<file path="src/rtl/cxp_pkg.sv">
package cxp_pkg;
   localparam int unsigned IDX_W    = 7;
   localparam int unsigned DATA_W   = 16;
   localparam int unsigned B_SEC    = 8;
   localparam int unsigned B_GO     = 9;
   localparam int unsigned B_WR     = 10;
   localparam int unsigned B_OVR    = 11;
   localparam int unsigned B_TMO    = 12;
   localparam int unsigned DATA_LSB = 16;

   typedef struct packed {
      logic              go;
      logic              wr;
      logic              sec;
      logic [IDX_W-1:0]  idx;
      logic [DATA_W-1:0] data;
   } cmd_t;

   typedef enum logic {S_IDLE = 1'b0, S_WAIT = 1'b1} seq_st_t;
endpackage

</file>
<file path="src/rtl/cxp_cmd_decode.sv">
module cxp_cmd_decode
   import cxp_pkg::*;
#(
   parameter int unsigned WORD_W = 32
) (
   input  logic [WORD_W-1:0] word,
   output cmd_t              cmd
);
   initial begin
      if (WORD_W != DATA_LSB + DATA_W)
         $error("cxp_cmd_decode: WORD_W must equal %0d", DATA_LSB + DATA_W);
   end

   always_comb begin
      cmd.go   = word[B_GO];
      cmd.wr   = word[B_WR];
      cmd.sec  = word[B_SEC];
      cmd.idx  = word[IDX_W-1:0];
      cmd.data = word[DATA_LSB +: DATA_W];
   end

   logic unused_bits;
   assign unused_bits = ^{word[IDX_W], word[DATA_LSB-1:B_OVR]};
endmodule

</file>
<file path="src/rtl/cxp_ack_timer.sv">
module cxp_ack_timer #(
   parameter int unsigned TMO_W = 16
) (
   input  logic             clk,
   input  logic             rst_n,
   input  logic             start,
   input  logic             run,
   input  logic [TMO_W-1:0] limit,
   output logic             expire
);
   localparam int unsigned CW = TMO_W + 1;

   initial begin
      if (TMO_W < 2) $error("cxp_ack_timer: TMO_W must be at least 2");
   end

   logic [CW-1:0] cnt;
   logic [CW-1:0] cnt_nx;

   assign cnt_nx = cnt + CW'(1);
   assign expire = run && (cnt_nx >= {1'b0, limit});

   always_ff @(posedge clk) begin
      if (!rst_n)      cnt <= '0;
      else if (start)  cnt <= '0;
      else if (run && !expire) cnt <= cnt_nx;
   end
endmodule

</file>
<file path="src/rtl/cxp_seq.sv">
module cxp_seq
   import cxp_pkg::*;
(
   input  logic              clk,
   input  logic              rst_n,
   input  logic              host_we,
   input  cmd_t              cmd,
   input  logic              cdc_ack,
   input  logic [DATA_W-1:0] cdc_rdata,
   input  logic              expire,
   output logic              start,
   output logic              waiting,
   output logic              q_wr,
   output logic              q_sec,
   output logic [IDX_W-1:0]  q_idx,
   output logic [DATA_W-1:0] q_data,
   output logic              q_ovr,
   output logic              q_tmo
);
   seq_st_t st;

   assign waiting = (st == S_WAIT);
   assign start   = (st == S_IDLE) && host_we && cmd.go;

   always_ff @(posedge clk) begin
      if (!rst_n) begin
         st     <= S_IDLE;
         q_wr   <= 1'b0;
         q_sec  <= 1'b0;
         q_idx  <= '0;
         q_data <= '0;
         q_ovr  <= 1'b0;
         q_tmo  <= 1'b0;
      end else if (st == S_IDLE) begin
         if (host_we) begin
            q_ovr <= 1'b0;
            q_tmo <= 1'b0;
            if (cmd.go) begin
               st     <= S_WAIT;
               q_wr   <= cmd.wr;
               q_sec  <= cmd.sec;
               q_idx  <= cmd.idx;
               q_data <= cmd.data;
            end
         end
      end else begin
         if (host_we && cmd.go) q_ovr <= 1'b1;
         if (cdc_ack) begin
            st <= S_IDLE;
            if (!q_wr) q_data <= cdc_rdata;
         end else if (expire) begin
            st    <= S_IDLE;
            q_tmo <= 1'b1;
         end
      end
   end
endmodule

</file>
<file path="src/rtl/cxp_codec_port.sv">
module cxp_codec_port
   import cxp_pkg::*;
#(
   parameter int unsigned TMO_W  = 16,
   parameter int unsigned WORD_W = 32
) (
   input  logic              clk,
   input  logic              rst_n,
   input  logic              host_we,
   input  logic [WORD_W-1:0] host_wdata,
   output logic [WORD_W-1:0] host_status,
   input  logic [TMO_W-1:0]  ack_limit,
   output logic              cdc_req,
   output logic              cdc_write,
   output logic              cdc_sec,
   output logic [IDX_W-1:0]  cdc_index,
   output logic [DATA_W-1:0] cdc_wdata,
   input  logic              cdc_ack,
   input  logic [DATA_W-1:0] cdc_rdata
);
   cmd_t              cmd;
   logic              start, waiting, expire;
   logic              q_wr, q_sec, q_ovr, q_tmo;
   logic [IDX_W-1:0]  q_idx;
   logic [DATA_W-1:0] q_data;

   cxp_cmd_decode #(.WORD_W(WORD_W)) u_dec (
      .word (host_wdata),
      .cmd  (cmd)
   );

   cxp_ack_timer #(.TMO_W(TMO_W)) u_tmr (
      .clk    (clk),
      .rst_n  (rst_n),
      .start  (start),
      .run    (waiting),
      .limit  (ack_limit),
      .expire (expire)
   );

   cxp_seq u_seq (
      .clk       (clk),
      .rst_n     (rst_n),
      .host_we   (host_we),
      .cmd       (cmd),
      .cdc_ack   (cdc_ack),
      .cdc_rdata (cdc_rdata),
      .expire    (expire),
      .start     (start),
      .waiting   (waiting),
      .q_wr      (q_wr),
      .q_sec     (q_sec),
      .q_idx     (q_idx),
      .q_data    (q_data),
      .q_ovr     (q_ovr),
      .q_tmo     (q_tmo)
   );

   assign cdc_req   = waiting;
   assign cdc_write = q_wr;
   assign cdc_sec   = q_sec;
   assign cdc_index = q_idx;
   assign cdc_wdata = q_data;

   always_comb begin
      host_status                      = '0;
      host_status[IDX_W-1:0]           = q_idx;
      host_status[B_SEC]               = q_sec;
      host_status[B_GO]                = waiting;
      host_status[B_WR]                = q_wr;
      host_status[B_OVR]               = q_ovr;
      host_status[B_TMO]               = q_tmo;
      host_status[DATA_LSB +: DATA_W]  = q_data;
   end
endmodule

</file>
<file path="config.mk">
export PLATFORM = sky130hd
export DESIGN_NAME = cxp_codec_port
export DESIGN_NICKNAME = d
export VERILOG_FILES = /design/src/rtl/cxp_pkg.sv /design/src/rtl/cxp_cmd_decode.sv /design/src/rtl/cxp_ack_timer.sv /design/src/rtl/cxp_seq.sv /design/src/rtl/cxp_codec_port.sv
export SDC_FILE = /design/constraint.sdc
export NUM_CORES = 1
export LEC_CHECK = 0
export BUFFER_PORTS_ARGS = -buffer_cell sky130_fd_sc_hd__clkbuf_2
export CAP_MARGIN = 10
export CORE_MARGIN = 5
export CORE_UTILIZATION = 45
export DETAILED_ROUTE_END_ITERATION = 16
export HOLD_SLACK_MARGIN = 0.15
export PLACE_DENSITY = 0.75
export SLEW_MARGIN = 20
export SYNTH_ARGS = -nofsm -noshare
export SYNTH_HDL_FRONTEND = slang
export SYNTH_SLANG_ARGS = --single-unit
</file>
<file path="constraint.sdc">
create_clock -name clk -period 3.9 [get_ports clk]
set_clock_uncertainty 0.15 [all_clocks]
set_input_delay 0.195 -clock clk [delete_from_list [all_inputs] [get_ports clk]]
set_output_delay 0.195 -clock clk [all_outputs]
set_load 0.02 [all_outputs]
</file>
==> impl_summary.md <==
Synthesis
Synthesis produced 353 cells. Among all flip-flop cells after synthesis, the most frequent one is sky130_fd_sc_hd__dfxtp_1. The cell area that synthesis handed to floorplanning was 2940 um2.

Sequential cells were found to cover 30.7% of the synthesized design area. A synthesized cell averages 8.32 um2. After synthesis the netlist holds a flip-flop and latch count of 45. The count of flip-flops with a built-in enable after synthesis is 0. The mux cell area share after synthesis is 7.03%. The arithmetic-cell share of the synthesized area counting full adders, half adders and majority gates is 7.24%. The number of warnings printed during yosys synthesis is 0.

After synthesis, the largest family of logic cells by area is simple AND/OR/NAND/NOR gates. Summing the areas of all xor and xnor instances in the mapped netlist gives 4.47% of the synthesized area. After synthesis, the share of flip-flops with an asynchronous set or reset is 0%. The share of synthesized cell area in and, or, nand and nor gates is 20.0%.

The post-synthesis cell type count is 42. Summing the areas of all compound-gate instances in the mapped netlist gives 16.9% of the synthesized area.

Routing
The final route contains 2,925 vias. The average routed wire per standard cell is 14.3 um. The mean number of vias per cell is 5.27. Once detail routing completed, the nets flagged for antenna violations numbered 0. The first-pass detailed-route iteration total is 4. The iteration-0 DRC count of the detailed router is 152. For this block, the routed nets add up to 7960 um of wire. The number of remaining DRC errors is 0.

Cells and area
The area used by multi-input combinational logic is 1650 um2. The post-route netlist has 27.4% of its cells at a drive strength greater than 1. The repair_antennas step left the layout with diodes totalling 0. In the layout the commonest cells are 115 x sky130_fd_sc_hd__clkbuf_2, 51 x sky130_fd_sc_hd__nand2_1, 46 x sky130_fd_sc_hd__dlygate4sd3_1. After filler insertion, the fill cell instance count of the layout stands at 524.

The footprint of the flip-flops and latches is 901 um2. Relative to the synthesized area, the layout overhead comes to 31.8%. Leaving out fill and tap cells, the most frequent cell in the layout is sky130_fd_sc_hd__clkbuf_2. The final layout contains 562 nets.

Global routing
The first-pass GRT wire length is 13,200 um. The combined global-route utilization of all metal layers is 18.8%. The remaining global-route overflow is 0.

The maximum number of pins on one net before global-route repair is 34. The number of antenna violations at the first check in global routing is 0. The via count of the first global-routing pass is 3,008.

Timing
The number of max-slew violations in the final report is 0. Setup repair after global routing left no endpoint under its margin. The final hold slack is 0.325 ns. After layout, the worst path uses 91.9% of the clock period. For the final routed database, the setup TNS stands at 0 ns. For the finished layout, the period the worst path requires is 3.59 ns. The total setup violations reported at the end of the flow is 0. The worst slew margin relative to its limit is 35.7%. The highest attainable clock frequency is 279 MHz. The transition time of the tightest slew-check pin is 0.962 ns. The number of hold-slack violations in the final timing report is 0.

Floorplanning
During I/O placement, the number of pins put on the boundary was 126. The initial utilization of the core area, before any placement, comes to 46.2%. In this run the core area contains 29 standard-cell rows. The core footprint is 6350 um2. Measured along the x axis, the die boundary spans 90.8 um. The area enclosed by the die boundary is 8240 um2. The die is 90.8 um tall.

Power and ir drop
For this design the static power due to leakage is 0.00195 uW. The share of total power dissipated in the clock network is 29.3%. The part of the total power dissipated in combinational logic is 24.5%. In this run the power spent charging and discharging nets is 344 uW.

The maximum VDD drop is 0.210 mV. The design internal power is 734 uW. The net switching fraction of the power is 31.9%. Registers are responsible for 46.2% of the overall power. The power per standard cell area is 279 nW/um2.

Clock tree
The total CTS buffers is 5. The source-to-sink clock delay at the later pin of the worst-skew pair is 0.30 ns. The tree built by TritonCTS fans out to 45 sinks.

CTS placed an instance of sky130_fd_sc_hd__clkbuf_8 at the clock tree root. The CTS tree is built. Clock-pin slew was measured on the worst setup and hold paths at 0.10 ns. The clock passes through at most 2 buffers. The post-CTS setup buffer count is 0. The level count of the clock H-tree is 2.

Hold path
The path class of the tightest hold or removal check is register to register.

Placement
The placer congestion estimate is 0.794. Once detailed placement completed, the half-perimeter wirelength came to 5060 um. The number of port buffers is 115.

Worst setup path
The required arrival time at the worst endpoint is 3.98 ns. The data arrival time of the critical path is 3.66 ns. The critical path is of the register to register type.

The kind of end point of the critical path is a register. STA classifies the critical path startpoint as a register. The largest fanout on the critical path is 26.

Outcome
The flow ran to the end, and the final reports show no timing, DRC or antenna violations.

Flow run
The tool flagged a number of max-cap violations equal to 0.
==> layer usage <==
metal / GRT usage (%) / vias up / part of all wire (%)
li1: - / 1440 / -
met1: 21.1 / 1342 / 39
met2: 35.1 / 119 / 51
met3: 3.58 / 24 / 6.9
met4: 6.48 / 0 / 3.1
met5: 0 / - / 0
==> cell type report <==
cell class | count | share of cell area [%]
Sequential cell | 45 | 23.3
Clock inverter | 3 | 0.743
Inverter | 19 | 1.84
Clock buffer | 5 | 1.78
Timing Repair Buffer | 163 | 27.1
Tap cell | 77 | 2.49
Multi-Input combinational cell | 243 | 42.7
==> final timing paths <==
check                    start            to  slack, ns  cells after the start
setup / recovery  u_tmr.cnt[0]  u_tmr.cnt[9]       0.31                     12
hold / removal     u_seq.q_tmo   u_seq.q_tmo       0.33                      2
setup reg to reg  u_tmr.cnt[0]  u_tmr.cnt[9]       0.31                     12
hold reg to reg    u_seq.q_tmo   u_seq.q_tmo       0.33                      2
==> power groups by stage <==
stage	Clock [uW]	Combinational, uW	Sequential (uW)
2_1_floorplan	0	139	529
3_3_place_gp	0	211	507
3_5_place_dp	0	215	507
4_1_cts	323	257	497
5_1_grt	341	286	501
6_report	316	264	498
==> repair_timing <==
action / 4_1_cts / 5_1_grt
hold buffers: 46 / 0
endpoints found under the setup margin: 0 / 10
hold endpoints to repair: 28 / 0
gates resized for setup: 0 / 1
==> registers in the layout, indices dropped and copies added (netlist names) <==
signal	flops
u_seq.q_wr	1
u_seq.q_data	16
u_tmr.cnt	17
u_seq.q_ovr	1
u_seq.q_sec	1
u_seq.waiting	1
u_seq.q_idx	7
u_seq.q_tmo	1
==> synth_stat cells, types with 3 or more instances <==
library cell                n  share of area, %
sky130_fd_sc_hd__buf_4     33               8.4
sky130_fd_sc_hd__a21oi_1   13               2.2
sky130_fd_sc_hd__buf_2      3              0.51
sky130_fd_sc_hd__nand4_1    9               1.9
sky130_fd_sc_hd__ha_1      17               7.2
sky130_fd_sc_hd__inv_1     19               2.4
sky130_fd_sc_hd__and2_1     4              0.85
sky130_fd_sc_hd__xnor2_1   13               3.9
sky130_fd_sc_hd__and3_1     6               1.3
sky130_fd_sc_hd__clkbuf_1   8               1.0
sky130_fd_sc_hd__nand3_1   13               2.2
sky130_fd_sc_hd__dfxtp_1   45                31
sky130_fd_sc_hd__nand2_1   51               6.5
sky130_fd_sc_hd__or3_1     10               2.1
sky130_fd_sc_hd__nor3_1     3              0.51
sky130_fd_sc_hd__buf_1      3              0.38
sky130_fd_sc_hd__a21boi_0   9               2.3
sky130_fd_sc_hd__nor2_1    11               1.4
sky130_fd_sc_hd__o21ai_0   18               3.1
sky130_fd_sc_hd__o211ai_1   5               1.3
sky130_fd_sc_hd__o211a_1   16               5.5
sky130_fd_sc_hd__mux2i_1   18               6.1
==> cells by family after synthesis <==
kind of cell	after synthesis
xor gates and xnor gates	15
and+or+nand+nor	118
other	1
buffers and inverters	68
adders and majority gates	17
DFF	45
muxes	20
AOI/OAI and AO/OA	69
==> through the flow <==
| step | setup WS (ns) | util [%] | total power [uW] | cells | area (um2) |
|---|---|---|---|---|---|
| floorplan | 0.792 | - | 668 | 356 | 2950 |
| global placement | 0.360 | 52.1 | 718 | 501 | 3310 |
| detailed placement | 0.255 | 52.1 | 722 | 501 | 3310 |
| CTS | 0.240 | 60.9 | 1080 | 555 | 3870 |
| global route | 0.00946 | 61.0 | 1130 | 555 | 3870 |
| finish | 0.315 | 61.0 | 1080 | 555 | 3870 |
==> critical path, cell delays in order, from the launching register on <==
cell                       delay (ns)
sky130_fd_sc_hd__dfxtp_1         0.43
sky130_fd_sc_hd__ha_1            0.23
sky130_fd_sc_hd__nand3_1         0.23
sky130_fd_sc_hd__nor2_4          0.25
sky130_fd_sc_hd__nand3_1         0.20
sky130_fd_sc_hd__xnor2_1         0.18
sky130_fd_sc_hd__ha_1            0.29
sky130_fd_sc_hd__a21o_1          0.16
sky130_fd_sc_hd__a221oi_1        0.28
sky130_fd_sc_hd__a21boi_2        0.26
sky130_fd_sc_hd__nand4_4         0.29
sky130_fd_sc_hd__or3_1           0.41
sky130_fd_sc_hd__a21oi_1         0.15
(Power assumes the default switching activity.)
